**src/rtl/clkdist_pkg.sv**
```systemverilog
package clkdist_pkg;
    localparam int SEL_W = 3;
    localparam int NPAD  = 1 << SEL_W;
    localparam int NOUT  = 3;
    localparam int OUT_A = 0;
    localparam int OUT_M = 1;
    localparam int OUT_S = 2;

    localparam logic [2:0] LPM_M_OFF = 3'd1;
    localparam logic [2:0] LPM_S_OFF = 3'd3;
    localparam logic [2:0] LPM_A_OFF = 3'd4;

    typedef enum logic [SEL_W-1:0] {
        SRC_LFXT  = 3'd0,
        SRC_VLO   = 3'd1,
        SRC_LFMOD = 3'd2,
        SRC_DCO   = 3'd3,
        SRC_MOD   = 3'd4,
        SRC_HFXT  = 3'd5
    } src_e;

    function automatic src_e aux_src(input logic [1:0] v);
        case (v)
            2'd0:    return SRC_LFXT;
            2'd1:    return SRC_VLO;
            default: return SRC_LFMOD;
        endcase
    endfunction

    function automatic src_e main_src(input logic [SEL_W-1:0] v);
        case (v)
            3'd0:    return SRC_LFXT;
            3'd1:    return SRC_VLO;
            3'd2:    return SRC_LFMOD;
            3'd4:    return SRC_MOD;
            3'd5:    return SRC_HFXT;
            default: return SRC_DCO;
        endcase
    endfunction

    function automatic src_e fail_safe(input src_e s, input logic lf_bad, input logic hf_bad);
        if (s == SRC_LFXT && lf_bad) return SRC_LFMOD;
        if (s == SRC_HFXT && hf_bad) return SRC_MOD;
        return s;
    endfunction
endpackage

```
**src/rtl/clkdist_div.sv**
```systemverilog
module clkdist_div #(
    parameter int DIV_W = 7
) (
    input  logic clk,
    input  logic rst_n,
    input  logic run,
    input  logic mod_tick,
    output logic tick_o
);
    typedef struct packed {
        logic [DIV_W-1:0] cnt;
    } div_st_t;

    div_st_t st_d, st_q;

    always_comb begin
        st_d   = st_q;
        tick_o = run && mod_tick && (st_q.cnt == '1);
        if (!run)          st_d.cnt = '0;
        else if (mod_tick) st_d.cnt = st_q.cnt + 1'b1;
    end

    always_ff @(posedge clk) begin
        if (!rst_n) st_q <= '0;
        else        st_q <= st_d;
    end

    // divided ticks are never back to back
    p_div_spacing_r3: assert property (@(posedge clk) disable iff (!rst_n)
        tick_o |=> !tick_o);
    // an idle divider produces nothing in the following cycle
    p_div_idle_r3: assert property (@(posedge clk) disable iff (!rst_n)
        !run |=> !tick_o);
endmodule

```
**src/rtl/clkdist_leg.sv**
```systemverilog
module clkdist_leg
    import clkdist_pkg::*;
#(
    parameter int GAP = 2
) (
    input  logic             clk,
    input  logic             rst_n,
    input  logic [NPAD-1:0]  src_ticks,
    input  logic [SEL_W-1:0] sel,
    input  logic             run,
    output logic             tick_o
);
    localparam int GAP_W = $clog2(GAP + 1);

    typedef struct packed {
        logic [SEL_W-1:0] cur;
        logic [GAP_W-1:0] gap;
        logic             tick;
    } leg_st_t;

    leg_st_t st_d, st_q;

    always_comb begin
        st_d = st_q;
        if (sel != st_q.cur) begin
            st_d.cur  = sel;
            st_d.gap  = GAP_W'(GAP);
            st_d.tick = 1'b0;
        end else if (st_q.gap != '0) begin
            st_d.gap  = st_q.gap - 1'b1;
            st_d.tick = 1'b0;
        end else begin
            st_d.tick = src_ticks[st_q.cur] && run;
        end
    end

    always_ff @(posedge clk) begin
        if (!rst_n) st_q <= '0;
        else        st_q <= st_d;
    end

    assign tick_o = st_q.tick;

    // a source change silences the output in the next cycle
    p_switch_quiet_r10: assert property (@(posedge clk) disable iff (!rst_n)
        (sel != st_q.cur) |=> !tick_o);
    // no tick while the gap is still counting down
    p_gap_quiet_r10: assert property (@(posedge clk) disable iff (!rst_n)
        (st_q.gap != '0) |=> !tick_o);
endmodule

```
**src/rtl/clkdist_top.sv**
```systemverilog
module clkdist_top
    import clkdist_pkg::*;
#(
    parameter int DIV_W = 7,
    parameter int GAP   = 2
) (
    input  logic       clk,
    input  logic       rst_n,
    input  logic       lfxt_tick,
    input  logic       hfxt_tick,
    input  logic       vlo_tick,
    input  logic       mod_tick,
    input  logic       dco_tick,
    input  logic       vlo_off,
    input  logic [1:0] aclk_sel,
    input  logic [2:0] mclk_sel,
    input  logic [2:0] smclk_sel,
    input  logic [2:0] lpm_mode,
    input  logic [2:0] clk_req,
    input  logic [2:0] req_en,
    input  logic       lfxt_fault,
    input  logic       hfxt_fault,
    input  logic [1:0] fault_clr,
    output logic       aclk_tick,
    output logic       mclk_tick,
    output logic       smclk_tick,
    output logic [1:0] fault_flag
);
    typedef struct packed {
        logic [1:0] flag;
    } top_st_t;

    top_st_t st_d, st_q;

    src_e            eff_sel [NOUT];
    logic [NOUT-1:0] gate;
    logic [NOUT-1:0] run;
    logic [NOUT-1:0] outs;
    logic [NPAD-1:0] srcv;
    logic            div_run;
    logic            lfmod_tick;

    always_comb begin
        eff_sel[OUT_A] = fail_safe(aux_src(aclk_sel), lfxt_fault, hfxt_fault);
        eff_sel[OUT_M] = fail_safe(main_src(mclk_sel), lfxt_fault, hfxt_fault);
        eff_sel[OUT_S] = fail_safe(main_src(smclk_sel), lfxt_fault, hfxt_fault);

        div_run = 1'b0;
        for (int i = 0; i < NOUT; i++)
            if (eff_sel[i] == SRC_LFMOD) div_run = 1'b1;

        gate[OUT_A] = (lpm_mode >= LPM_A_OFF);
        gate[OUT_M] = (lpm_mode >= LPM_M_OFF);
        gate[OUT_S] = (lpm_mode >= LPM_S_OFF);
        run = ~gate | (req_en & clk_req);

        srcv            = '0;
        srcv[SRC_LFXT]  = lfxt_tick;
        srcv[SRC_VLO]   = vlo_tick && !vlo_off;
        srcv[SRC_LFMOD] = lfmod_tick;
        srcv[SRC_DCO]   = dco_tick;
        srcv[SRC_MOD]   = mod_tick;
        srcv[SRC_HFXT]  = hfxt_tick;

        st_d.flag = {hfxt_fault, lfxt_fault} | (st_q.flag & ~fault_clr);
    end

    always_ff @(posedge clk) begin
        if (!rst_n) st_q <= '0;
        else        st_q <= st_d;
    end

    clkdist_div #(.DIV_W(DIV_W)) u_div (
        .clk      (clk),
        .rst_n    (rst_n),
        .run      (div_run),
        .mod_tick (mod_tick),
        .tick_o   (lfmod_tick)
    );

    for (genvar g = 0; g < NOUT; g++) begin : g_leg
        clkdist_leg #(.GAP(GAP)) u_leg (
            .clk       (clk),
            .rst_n     (rst_n),
            .src_ticks (srcv),
            .sel       (eff_sel[g]),
            .run       (run[g]),
            .tick_o    (outs[g])
        );
    end

    assign aclk_tick  = outs[OUT_A];
    assign mclk_tick  = outs[OUT_M];
    assign smclk_tick = outs[OUT_S];
    assign fault_flag = st_q.flag;

    // gated and not requested means silent next cycle
    p_aclk_gate_r5: assert property (@(posedge clk) disable iff (!rst_n)
        (lpm_mode >= 3'd4 && !(req_en[0] && clk_req[0])) |=> !aclk_tick);
    p_mclk_gate_r5: assert property (@(posedge clk) disable iff (!rst_n)
        (lpm_mode >= 3'd1 && !(req_en[1] && clk_req[1])) |=> !mclk_tick);
    p_smclk_gate_r5: assert property (@(posedge clk) disable iff (!rst_n)
        (lpm_mode >= 3'd3 && !(req_en[2] && clk_req[2])) |=> !smclk_tick);
    // a disabled very-low-power source never reaches the auxiliary clock
    p_vlo_quiet_r4: assert property (@(posedge clk) disable iff (!rst_n)
        (vlo_off && aclk_sel == 2'd1) |=> !aclk_tick);
    // fault sets flag, flag holds without a clear
    p_flag_set_r9: assert property (@(posedge clk) disable iff (!rst_n)
        lfxt_fault |=> fault_flag[0]);
    p_flag_hold_r9: assert property (@(posedge clk) disable iff (!rst_n)
        (fault_flag[1] && !fault_clr[1]) |=> fault_flag[1]);
endmodule

```
**config.mk**
```make
export PLATFORM = sky130hd
export DESIGN_NAME = clkdist_top
export DESIGN_NICKNAME = d
export VERILOG_FILES = /design/src/rtl/clkdist_pkg.sv /design/src/rtl/clkdist_div.sv /design/src/rtl/clkdist_leg.sv /design/src/rtl/clkdist_top.sv
export SDC_FILE = /design/constraint.sdc
export NUM_CORES = 1
export LEC_CHECK = 0
export ABC_AREA = 0
export BUFFER_PORTS_ARGS = -buffer_cell sky130_fd_sc_hd__buf_2
export CAP_MARGIN = 20
export CORE_ASPECT_RATIO = 0.75
export CORE_UTILIZATION = 51
export CTS_BUF_LIST = sky130_fd_sc_hd__clkbuf_16
export DETAILED_ROUTE_END_ITERATION = 6
export MAX_ROUTING_LAYER = met4
export PLACE_DENSITY = 0.74
export REMOVE_ABC_BUFFERS = 1
export SYNTH_ARGS = -nofsm -noshare
export SYNTH_HDL_FRONTEND = slang
export SYNTH_SLANG_ARGS = --single-unit
```
**constraint.sdc**
```tcl
create_clock -name clk -period 1.7 [get_ports clk]
set_input_delay 0.17 -clock clk [delete_from_list [all_inputs] [get_ports clk]]
set_output_delay 0.17 -clock clk [all_outputs]
set_load 0.01 [all_outputs]
```
### Word-level counts from Yosys, hierarchy flattened

Index checks and enable logic that the tools add are counted.

* register bits after elaboration: 27
* input bits: 29
* output and inout port bits: 5
* word-level logic and storage cells: 124

* add/sub/neg operators: 4
* order comparisons: 6
* equality and inequality tests: 19
* multiplexer cells: 42
* bitwise operators: 7
* reductions and logical operators: 32

Operator list (number)
* $mux 3: 15
* $pmux 3 s5: 2
* $eq 3x3->1 const B: 7
* $mux 1: 18
* $eq 3x2->1 const B: 5
* $logic_not 3->1: 5
* $logic_and 1x1->1: 12
* $lt 3x4->1 const B: 3
* $reduce_bool 2->1: 6
* $bmux 1 s3: 3
* $ne 3x3->1: 3
* $reduce_or 3->1: 3
* $add 7x1->7 const B: 1
* $eq 7x7->1 const B: 1
* $eq 3x1->1 const B: 2
* $mux 2: 3
* $reduce_or 2->1: 3
* $sub 2x1->2 const B: 3
* $pmux 2 s2: 1
* $and 3x3->3: 1
* $ge 3x1->1 const B: 1
* $ge 3x2->1 const B: 1
* $ge 3x3->1 const B: 1
* $not 3->3: 1
* other kinds (9): 9

### Longest topological paths before layout

Gate-level depths: netlist (run 1).

* word-level depth: 19
* gate-level depth with buffers: 5
* depth with buffers taken out: 5

### By module

A second synthesis (run 1) with hierarchy kept.

* cell total of the unflattened synthesis: 143
* area total of the unflattened synthesis: 1346.3 sq um

Modules (own cells, without submodules)
* clkdist_leg: times used 3, cells an instance 27, area an instance 281.5 sq um, sequential area each 120.1 sq um
* clkdist_div: times used 1, cells an instance 32, area an instance 297.8 sq um, sequential area each 140.1 sq um
* clkdist_top: times used 1, cells an instance 30, area an instance 203.9 sq um, sequential area each 40.0 sq um

### Worst setup path before layout (run 1)

OpenSTA, ideal clock, no wires.

* path type: register to register
* start: register u_div.st_q[0] in the netlist's numbering
* end: register g_leg[1].u_leg.st_q, in the netlist g_leg[1].u_leg.tick_o
* library setup time: 0.087 ns
* arrival: 1.240 ns
* required time: 1.613 ns
* slack: 0.373 ns
* cell stages (with the launch flop): 6
* path buffers: 0
* clock period less this slack: 1.327 ns
* path through: dfxtp_1 > ha_1 > nand4_1 > nor2_1 > a41oi_1 > nor4b_2

* cells in the longest elaborated chain, start to end: 5

Ends and longest elaborated chain
* from (decl): RTL line clkdist_div.sv:14 `div_st_t st_d, st_q;`
* from (signal assigned): RTL line clkdist_div.sv:25 `else st_q <= st_d;`
* $eq 7x7->1: RTL line clkdist_div.sv:18 `tick_o = run && mod_tick && (st_q.cnt == '1);`
* $logic_and 1x1->1: RTL line clkdist_div.sv:18
* $bmux 1 s3: RTL line clkdist_leg.sv:33 `st_d.tick = src_ticks[st_q.cur] && run;`
* $mux 1 (implied by the code): RTL line clkdist_leg.sv:33
* $logic_and 1x1->1: RTL line clkdist_leg.sv:33
* to (signal assigned): RTL line clkdist_leg.sv:39 `else st_q <= st_d;`
* to (decl): RTL line clkdist_leg.sv:21 `leg_st_t st_d, st_q;`

No other way between the ends. The select of a mux whose other input is x is not followed.
A chain may end at the register's enable or synchronous reset.

### Worst setup path in the final report (run 1)

Ends and elaborated chain as after synthesis.

==> results of run 1 <==
[power by group through the flow]
stage / registers (mW) / logic (mW) / clock network [mW]
2_1_floorplan: 0.673 / 0.106 / 0
3_3_place_gp: 0.675 / 0.177 / 0
3_5_place_dp: 0.677 / 0.183 / 0
4_1_cts: 0.663 / 0.185 / 0.523
5_1_grt: 0.668 / 0.206 / 0.554
6_report: 0.664 / 0.184 / 0.512
[worst min path at each step]
| stage | to | depth (start not counted) |
|---|---|---|
| after floorplan | fault_flag[0]$_SDFF_PN0_ | 1 |
| after global placement | g_leg[0].u_leg.st_q[1]$_SDFFE_PP0P_ | 2 |
| after detailed placement | fault_flag[1]$_SDFF_PN0_ | 2 |
| after CTS | fault_flag[1]$_SDFF_PN0_ | 2 |
| after global routing | fault_flag[1]$_SDFF_PN0_ | 2 |
| final | fault_flag[1]$_SDFF_PN0_ | 2 |
[stage by stage]
step,utilization (%),instances,total power [mW]
2_1_floorplan,-,144,0.7791
3_3_place_gp,63.63,211,0.8525
3_5_place_dp,63.63,211,0.8602
4_1_cts,66.99,215,1.371
5_1_grt,66.99,215,1.428
6_report,66.99,215,1.360
[metal layers]
metal | track usage, % | wire length, um | vias up
li1 | - | - | 585
met1 | 29.12 | 1259 | 525
met2 | 37.36 | 1241 | 30
met3 | 6.818 | 165 | 0
met4 | 2.791 | 0 | 0
met5 | - | 0 | -
[state kept, by name (all words and copies together), names as in the netlist]
| register | count |
|---|---|
| g_leg.u_leg.st_q | 14 |
| u_div.st_q | 7 |
| g_leg.u_leg.tick_o | 3 |
| fault_flag | 2 |
[kinds of logic after synthesis]
| logic type | after synthesis | share of synthesized area (%) |
|---|---|---|
| multiplexers | 6 | 4.836 |
| adder cells (fa/ha/maj) | 1 | 0.9670 |
| XOR/XNOR | 9 | 6.092 |
| buffers and inverters | 6 | 1.837 |
| AND/OR/NAND/NOR | 66 | 28.92 |
| AO/OA/AOI/OAI | 32 | 17.12 |
| flip-flops | 26 | 40.23 |
[Yosys cell counts, types with 2 or more instances]
| library cell | instances | area, um2 |
|---|---|---|
| inv_1 | 4 | 15.01 |
| nor2_1 | 15 | 56.30 |
| mux2_2 | 2 | 22.52 |
| nor2b_1 | 11 | 68.82 |
| xnor2_1 | 4 | 35.03 |
| nand4_1 | 2 | 12.51 |
| a21oi_1 | 10 | 50.05 |
| nand3b_1 | 2 | 15.01 |
| nor3b_1 | 2 | 15.01 |
| o21a_1 | 4 | 30.03 |
| o21ai_0 | 5 | 25.02 |
| xor2_1 | 5 | 43.79 |
| nand2_1 | 14 | 52.55 |
| and4b_1 | 2 | 20.02 |
| mux2i_1 | 4 | 40.04 |
| or3_1 | 2 | 12.51 |
| a21boi_1 | 3 | 22.52 |
| and3_1 | 2 | 12.51 |
| and3b_1 | 3 | 26.28 |
| nand3_1 | 2 | 10.01 |
| nor3_1 | 3 | 15.01 |
| dfxtp_1 | 26 | 520.5 |
| a211oi_1 | 2 | 15.01 |
[placed cells by master (no fill, tap or decap), drive strengths merged, types with 3 or more instances in the layout]
master  netlist  routed
a211oi        3       3
a21boi        3       3
a21oi        10      10
and3b         3       3
buf           1      33
clkbuf        1       3
dfxtp        26      26
inv           4       4
mux2i         4       4
nand2        14      14
nor2         15      15
nor2b        11      11
nor3          4       4
o21a          4       4
o21ai         6       6
xnor2         4       4
xor2          5       5
[area by class of cell]
type	instances	area, um2	share of cell area, %
Multi-Input combinational cell	114	749.5	47.69
Inverter	4	15.01	0.9554
Tap cell	34	42.54	2.707
Clock buffer	3	75.07	4.777
Clock inverter	1	3.754	0.2389
Sequential cell	26	520.5	33.12
Timing Repair Buffer	33	165.2	10.51
[critical path: stages, from the launching register on]
cell and delay, ns:
dfxtp_1 0.37, ha_1 0.18, nand4_1 0.14, nor2_1 0.29, a41oi_1 0.17, nor4b_2 0.25
==> flow_summary.ini, run 1 <==
[critical_path]
crit_required_ns = 1.87
worstSetupStartpointType = register
reg2reg_to = g_leg[1].u_leg.tick_o$_SDFF_PP0_
reg2reg_depth = 5
startpoint = u_div.st_q[0]$_SDFFE_PN0P_
cp.arrival_ns = 1.66
crit_type = register to register
crit_end = g_leg[1].u_leg.tick_o$_SDFF_PP0_
reg2reg_slack_ns = 0.21
cp-end-kind = register
cp_max_fo = 4
crit-reg2reg-launch = u_div.st_q[0]$_SDFFE_PN0P_

[sta]
min_period_over_period_pct = 87.66
setup_slack_ns = 0.2097
finalSetupViolCount = 0
slew_headroom_pct = 80.31
fin_worst_skew_ns = 0.0009895
holdWs_ns = 0.1751
worst-slew-pin-transition_ns = 0.2942
final_hold_viol_count = 0
slew_violations = 0
min_period_ns = 1.490
fin_setup_tns_ns = 0
fmax_mhz = 671.0
grt_setup_unrepaired = no

[pwr]
power.internal_mw = 1.043
p_sw_share_pct = 23.31
peakVddDrop_uv = 967.5
p_per_area_nw_per_um2 = 865.1
power.switching_mw = 0.3169
seq_power_share_pct = 48.8
leakage_nw = 0.6704
combPwrFrac_pct = 13.5
clkPwrFrac_pct = 37.6

[cells_and_area]
drive_gt1_share_pct = 23.20
nNetsFinal = 212
design_area_um2 = 1572
area_growth_pct = 21.47
antenna_cells = 0
fillers = 205

[synth]
async_flop_share_pct = 0
netlist_area_um2 = 1294
synth_edf_count = 0
yosysSeqAreaShare_pct = 40.23
avgSynthCellArea_um2 = 8.861
syn-instance-count = 146
synth_seq_cells = 26
ys_types = 40
synth_warnings = 0
synth_top_flop_cell = dfxtp_1

[placed_design]
gp_congestion = 0.8189
pre_cts_ws_ns = 0.2411
dp_hpwl_mm = 2.085
port_buffers = 33
dpl_cell_area_um2 = 1493

[route]
viasPerCell = 5.302
post_drt_wl_per_cell_um = 12.40
finalWirelength_mm = 2.666
first_pass_iters = 4
drtIter0Drc = 66
antenna_left = 0
drc = 0
num_vias = 1140

[grt]
antenna_found_initial = 0
grt_start_max_net_pins = 19
track_usage_pct = 22.99
grt_pass1_vias = 1024
grt_pass1_wl_mm = 4.457
grt-ovfl-total = 0

[cts]
post_cts_resized = 0
holdBufCountCts = 0
h-tree-depth = 1
clock_latency_ns = 0.26
cts_inserted_buffers = 3
cts_tree = done
post_cts_buffers = 0
clockBufferDepth = 2
clk_pin_slew_worst_paths_ns = 0.06
clock_sinks = 26
root_buffer = clkbuf_16

[run]
cap_violations = 0

[worst_hold_path]
hp-class = input port to register
min_from = hfxt_fault

[die]
die_w_um = 60.16
start_util_pct = 55.15
die_y_um = 45.62
core-area_um2 = 2346
die-area_um2 = 2744
io-pin-count = 34
rows = 15

[run_status]
status = finished clean
(Power assumes the default switching activity.)
==> run 2, diff against run 1 <==
Settings changed: REMOVE_ABC_BUFFERS 1 to unset.
==> run 2 against run 1 <==
Net effect:
- total power up 0.11%
- worst hold slack worse by 0.0050 ns
- register-to-register slack better by 0.02 ns
- sequential share of layout area up 0.079 points
- clock-buffer cell count unchanged
- critical path depth unchanged
==> flow_summary.ini, run 2 (same netlist as run 1, synthesis figures left out) <==
[cells_and_area]
final_cell_mix = 33 x buf_2, 26 x dfxtp_1, 15 x nor2_1, 14 x nand2_1, 11 x nor2b_1
utilization_pct = 66.83
largest_reg_flops = 14
area_growth_pct = 21.18
regArea_um2 = 520.5
nNetsFinal = 212
top_register = g_leg.u_leg.st_q
multiInputGateArea_um2 = 749.5
drive_gt1_share_pct = 23.33
antenna_cells = 0
fillers = 212
final_common_cell = buf_2

[cts]
h-tree-depth = 1
clock_sinks = 26
clock_latency_ns = 0.26
cts_tree = done
clockBufferDepth = 2
root_buffer = clkbuf_16
post_cts_resized = 0
cts_inserted_buffers = 3
holdBufCountCts = 0
clk_pin_slew_worst_paths_ns = 0.06
post_cts_buffers = 0

[route]
post_drt_wl_per_cell_um = 12.47
antenna_left = 0
first_pass_iters = 4
num_vias = 1120
finalWirelength_mm = 2.668
drtIter0Drc = 14
drc = 0
viasPerCell = 5.234

[placed_design]
gp_congestion = 0.8115
dp_hpwl_mm = 2.107
port_buffers = 33
pre_cts_ws_ns = 0.2370

[sta]
setup_slack_ns = 0.2321
slew_violations = 0
worst-slew-pin-transition_ns = 0.2897
fin_setup_tns_ns = 0
fmax_mhz = 681.2
final_hold_viol_count = 0
slew_headroom_pct = 80.58
min_period_over_period_pct = 86.35
finalSetupViolCount = 0
min_period_ns = 1.468
grt_setup_unrepaired = no
fin_worst_skew_ns = 0.002252

[die]
start_util_pct = 55.15
die_y_um = 45.62
die_w_um = 60.16
rows = 15
io-pin-count = 34
die-area_um2 = 2744
core-area_um2 = 2346

[critical_path]
crit_required_ns = 1.87
cpMaxStageDelayCell = dfxtp_1
max_stage_delay_ns = 0.37
cp-end-kind = register
worstSetupStartpointType = register
cp_max_fo = 4
crit_type = register to register
cp.arrival_ns = 1.64
path_cells = ha_1 -> nand4_1 -> nor2_1 -> a41oi_1 -> nor4b_2

[pwr]
peakVddDrop_uv = 552.2
leakage_nw = 0.6689
p_per_area_nw_per_um2 = 868.2

[worst_hold_path]
hp-class = input port to register

[synth]
syn_nets = 176

[grt]
grt-ovfl-total = 0
grt_start_max_net_pins = 19
grt_pass1_wl_mm = 4.284
grt_pass1_vias = 982
antenna_found_initial = 0
track_usage_pct = 22.32

[run]
cap_violations = 0

[run_status]
status = finished clean
-- run 2: area by class of cell --
| type | count | share of cell area [%] |
|---|---|---|
| Clock buffer | 3 | 4.789 |
| Inverter | 4 | 0.9577 |
| Multi-Input combinational cell | 114 | 47.81 |
| Sequential cell | 26 | 33.20 |
| Tap cell | 34 | 2.713 |
| Timing Repair Buffer | 33 | 10.53 |
-- run 2: per-layer routing --
metal / global-route usage (%) / up-vias / wire, um
met1: 28.62 / 509 / 1320
met3: 5.966 / 2 / 100
met4: 4.186 / 0 / 16
met2: 35.60 / 21 / 1231
met5: - / - / 0
li1: - / 588 / -
-- run 2: power by group --
part | internal (mW) | total, mW | switching (mW) | leakage, nW
sequential | 0.637 | 0.664 | 0.0268 | 0.214
combinational | 0.0912 | 0.185 | 0.0935 | 0.418
clock | 0.312 | 0.512 | 0.201 | 0.0370
-- run 2: worst max-delay path: cells and delay by family, from the launching register on --
kind / cells / cell delay (ns)
compound gates: 1 / 0.17
simple gates: 3 / 0.65
flops: 1 / 0.37
fa+ha+maj: 1 / 0.18
-- run 2: metrics by stage --
| stage | std cells | hold slack [ns] | total power, mW | instance area, um2 |
|---|---|---|---|---|
| after floorplan | 146 | 0.2938 | 0.7838 | 1294 |
| after global routing | 214 | 0.1738 | 1.412 | 1568 |
| final | 214 | 0.1701 | 1.361 | 1568 |
| after CTS | 214 | 0.1721 | 1.369 | 1568 |
| after global placement | 211 | 0.4384 | 0.8527 | 1493 |
| after detailed placement | 211 | 0.4419 | 0.8610 | 1493 |
-- run 2: worst paths after layout --
check | startpoint | end | slack [ns] | depth (start not counted)
setup / recovery | u_div.st_q[0]$_SDFFE_PN0P_ | g_leg[1].u_leg.tick_o$_SDFF_PP0_ | 0.23 | 5
hold / removal | hfxt_fault | fault_flag[1]$_SDFF_PN0_ | 0.17 | 2
hold reg to reg | g_leg[0].u_leg.st_q[2]$_SDFFE_PN0P_ | g_leg[0].u_leg.st_q[1]$_SDFFE_PP0P_ | 0.45 | 2
setup reg to reg | u_div.st_q[0]$_SDFFE_PN0P_ | g_leg[1].u_leg.tick_o$_SDFF_PP0_ | 0.23 | 5
==> run 3, diff against run 2 <==
Settings changed: GPL_TIMING_DRIVEN set to 0.
==> run 3 against run 2 <==
Net effect:
- first-iteration DRC count grew to 4.6 times the previous value
- maximum frequency down 3.8%
- clock-buffer cell count did not move
- critical path depth did not move
- worst setup slack got worse by 0.058 ns
==> flow_summary.ini, run 3 (same netlist as run 1, synthesis figures left out) <==
[run_status]
status = finished clean

[cts]
root_buffer = clkbuf_16
clockBufferDepth = 2
post_cts_resized = 0
clock_sinks = 26
post_cts_buffers = 0
clock_latency_ns = 0.25
holdBufCountCts = 0
cts_tree = done
h-tree-depth = 1
cts_inserted_buffers = 3
clk_pin_slew_worst_paths_ns = 0.06

[route]
drtIter0Drc = 64
viasPerCell = 5.264
num_vias = 1137
antenna_left = 0
drc = 0
first_pass_iters = 4
finalWirelength_mm = 2.773
post_drt_wl_per_cell_um = 12.84

[synth]
syn_nets = 176

[cells_and_area]
final_cell_mix = 33 x buf_2, 26 x dfxtp_1, 15 x nor2_1, 14 x nand2_1, 11 x nor2b_1
nNetsFinal = 213
area_growth_pct = 21.76
drive_gt1_share_pct = 23.08
top_register = g_leg.u_leg.st_q
antenna_cells = 0
final_common_cell = buf_2
utilization_pct = 67.15
largest_reg_flops = 14

[critical_path]
crit-reg2reg-launch = u_div.st_q[0]$_SDFFE_PN0P_
worstSetupStartpointType = register
cp.arrival_ns = 1.69
path_cells = ha_1 -> nand4_1 -> nor2_1 -> a41oi_1 -> nor4b_2
max_stage_delay_ns = 0.38
crit_required_ns = 1.87
crit_type = register to register
startpoint = u_div.st_q[0]$_SDFFE_PN0P_
cp_max_fo = 4
cp-end-kind = register
cpMaxStageDelayCell = dfxtp_1

[pwr]
combPwrFrac_pct = 13.7
p_total_mw = 1.357
clkPwrFrac_pct = 37.3
seq_power_share_pct = 49.0
peakVddDrop_uv = 536.2
power.switching_mw = 0.3145
power.internal_mw = 1.043
leakage_nw = 0.6716
p_sw_share_pct = 23.17
p_per_area_nw_per_um2 = 861.7

[die]
start_util_pct = 55.15
die_w_um = 60.16
io-pin-count = 34
die_y_um = 45.62
core-area_um2 = 2346
rows = 15
die-area_um2 = 2744

[sta]
min_period_ns = 1.526
fin_setup_tns_ns = 0
final_hold_viol_count = 0
min_period_over_period_pct = 89.75
slew_headroom_pct = 72.98
worst-slew-pin-transition_ns = 0.4054
fmax_mhz = 655.4
fin_worst_skew_ns = 0.001216
slew_violations = 0
finalSetupViolCount = 0
holdWs_ns = 0.1834
grt_setup_unrepaired = no

[worst_hold_path]
hp-class = input port to register
min_from = hfxt_fault

[grt]
grt_start_max_net_pins = 15
grt_pass1_vias = 991
grt_pass1_wl_mm = 4.367
antenna_found_initial = 0
grt-ovfl-total = 0
track_usage_pct = 22.92

[run]
cap_violations = 0

[placed_design]
gp_congestion = 0.8702
dp_hpwl_mm = 2.128
port_buffers = 32
run 3: cell types whose count changed in the layout (fill, tap and decap cells not counted), sizes merged:
cell,delta
clkbuf,+1
clkinv,+1
run 3: cell type report:
class	instances	area, um2
plain buffers	2	8.758
flip-flops and latches	26	520.5
clock buffers	3	75.07
well taps	34	42.54
repair buffers	32	160.2
clock inverters	1	3.754
fillers	200	770.7
inverters	4	15.01
multi-input cells	114	749.5
run 3: per-layer routing:
| layer | routed length, um | up-vias | GRT usage (%) |
|---|---|---|---|
| met5 | 0 | - | - |
| met4 | 12 | 0 | 4.186 |
| met3 | 121 | 2 | 6.818 |
| met2 | 1250 | 26 | 36.92 |
| met1 | 1388 | 516 | 28.67 |
| li1 | - | 593 | - |
run 3: critical path: cells and delay by family (launching register included):
| kind | cells | cell delay, ns |
|---|---|---|
| adder cells (fa/ha/maj) | 1 | 0.18 |
| AO/OA/AOI/OAI | 1 | 0.20 |
| flip-flops | 1 | 0.38 |
| AND/OR/NAND/NOR | 3 | 0.69 |
run 3: power by group through the flow:
| stage | Combinational, mW | Clock [mW] | Sequential, mW |
|---|---|---|---|
| 5_1_grt | 0.206 | 0.557 | 0.668 |
| 3_3_place_gp | 0.179 | 0 | 0.675 |
| 4_1_cts | 0.186 | 0.523 | 0.664 |
| 3_5_place_dp | 0.185 | 0 | 0.677 |
| 2_1_floorplan | 0.111 | 0 | 0.673 |
| 6_report | 0.185 | 0.507 | 0.665 |
run 3: through the flow:
step | setup slack (ns) | instances | cell area [um2]
after global routing | 0.08419 | 216 | 1575
after global placement | 0.2349 | 212 | 1496
final | 0.1742 | 216 | 1575
after floorplan | 0.3725 | 146 | 1294
after detailed placement | 0.1904 | 212 | 1496
after CTS | 0.1680 | 216 | 1575
run 3: path summary, 6_finish.rpt:
path,depth (start not counted),slack (ns),to
hold / removal,2,0.18,fault_flag[1]$_SDFF_PN0_
setup reg to reg,5,0.17,g_leg[1].u_leg.tick_o$_SDFF_PP0_
hold reg to reg,2,0.46,g_leg[0].u_leg.st_q[2]$_SDFFE_PN0P_
setup / recovery,5,0.17,g_leg[1].u_leg.tick_o$_SDFF_PP0_
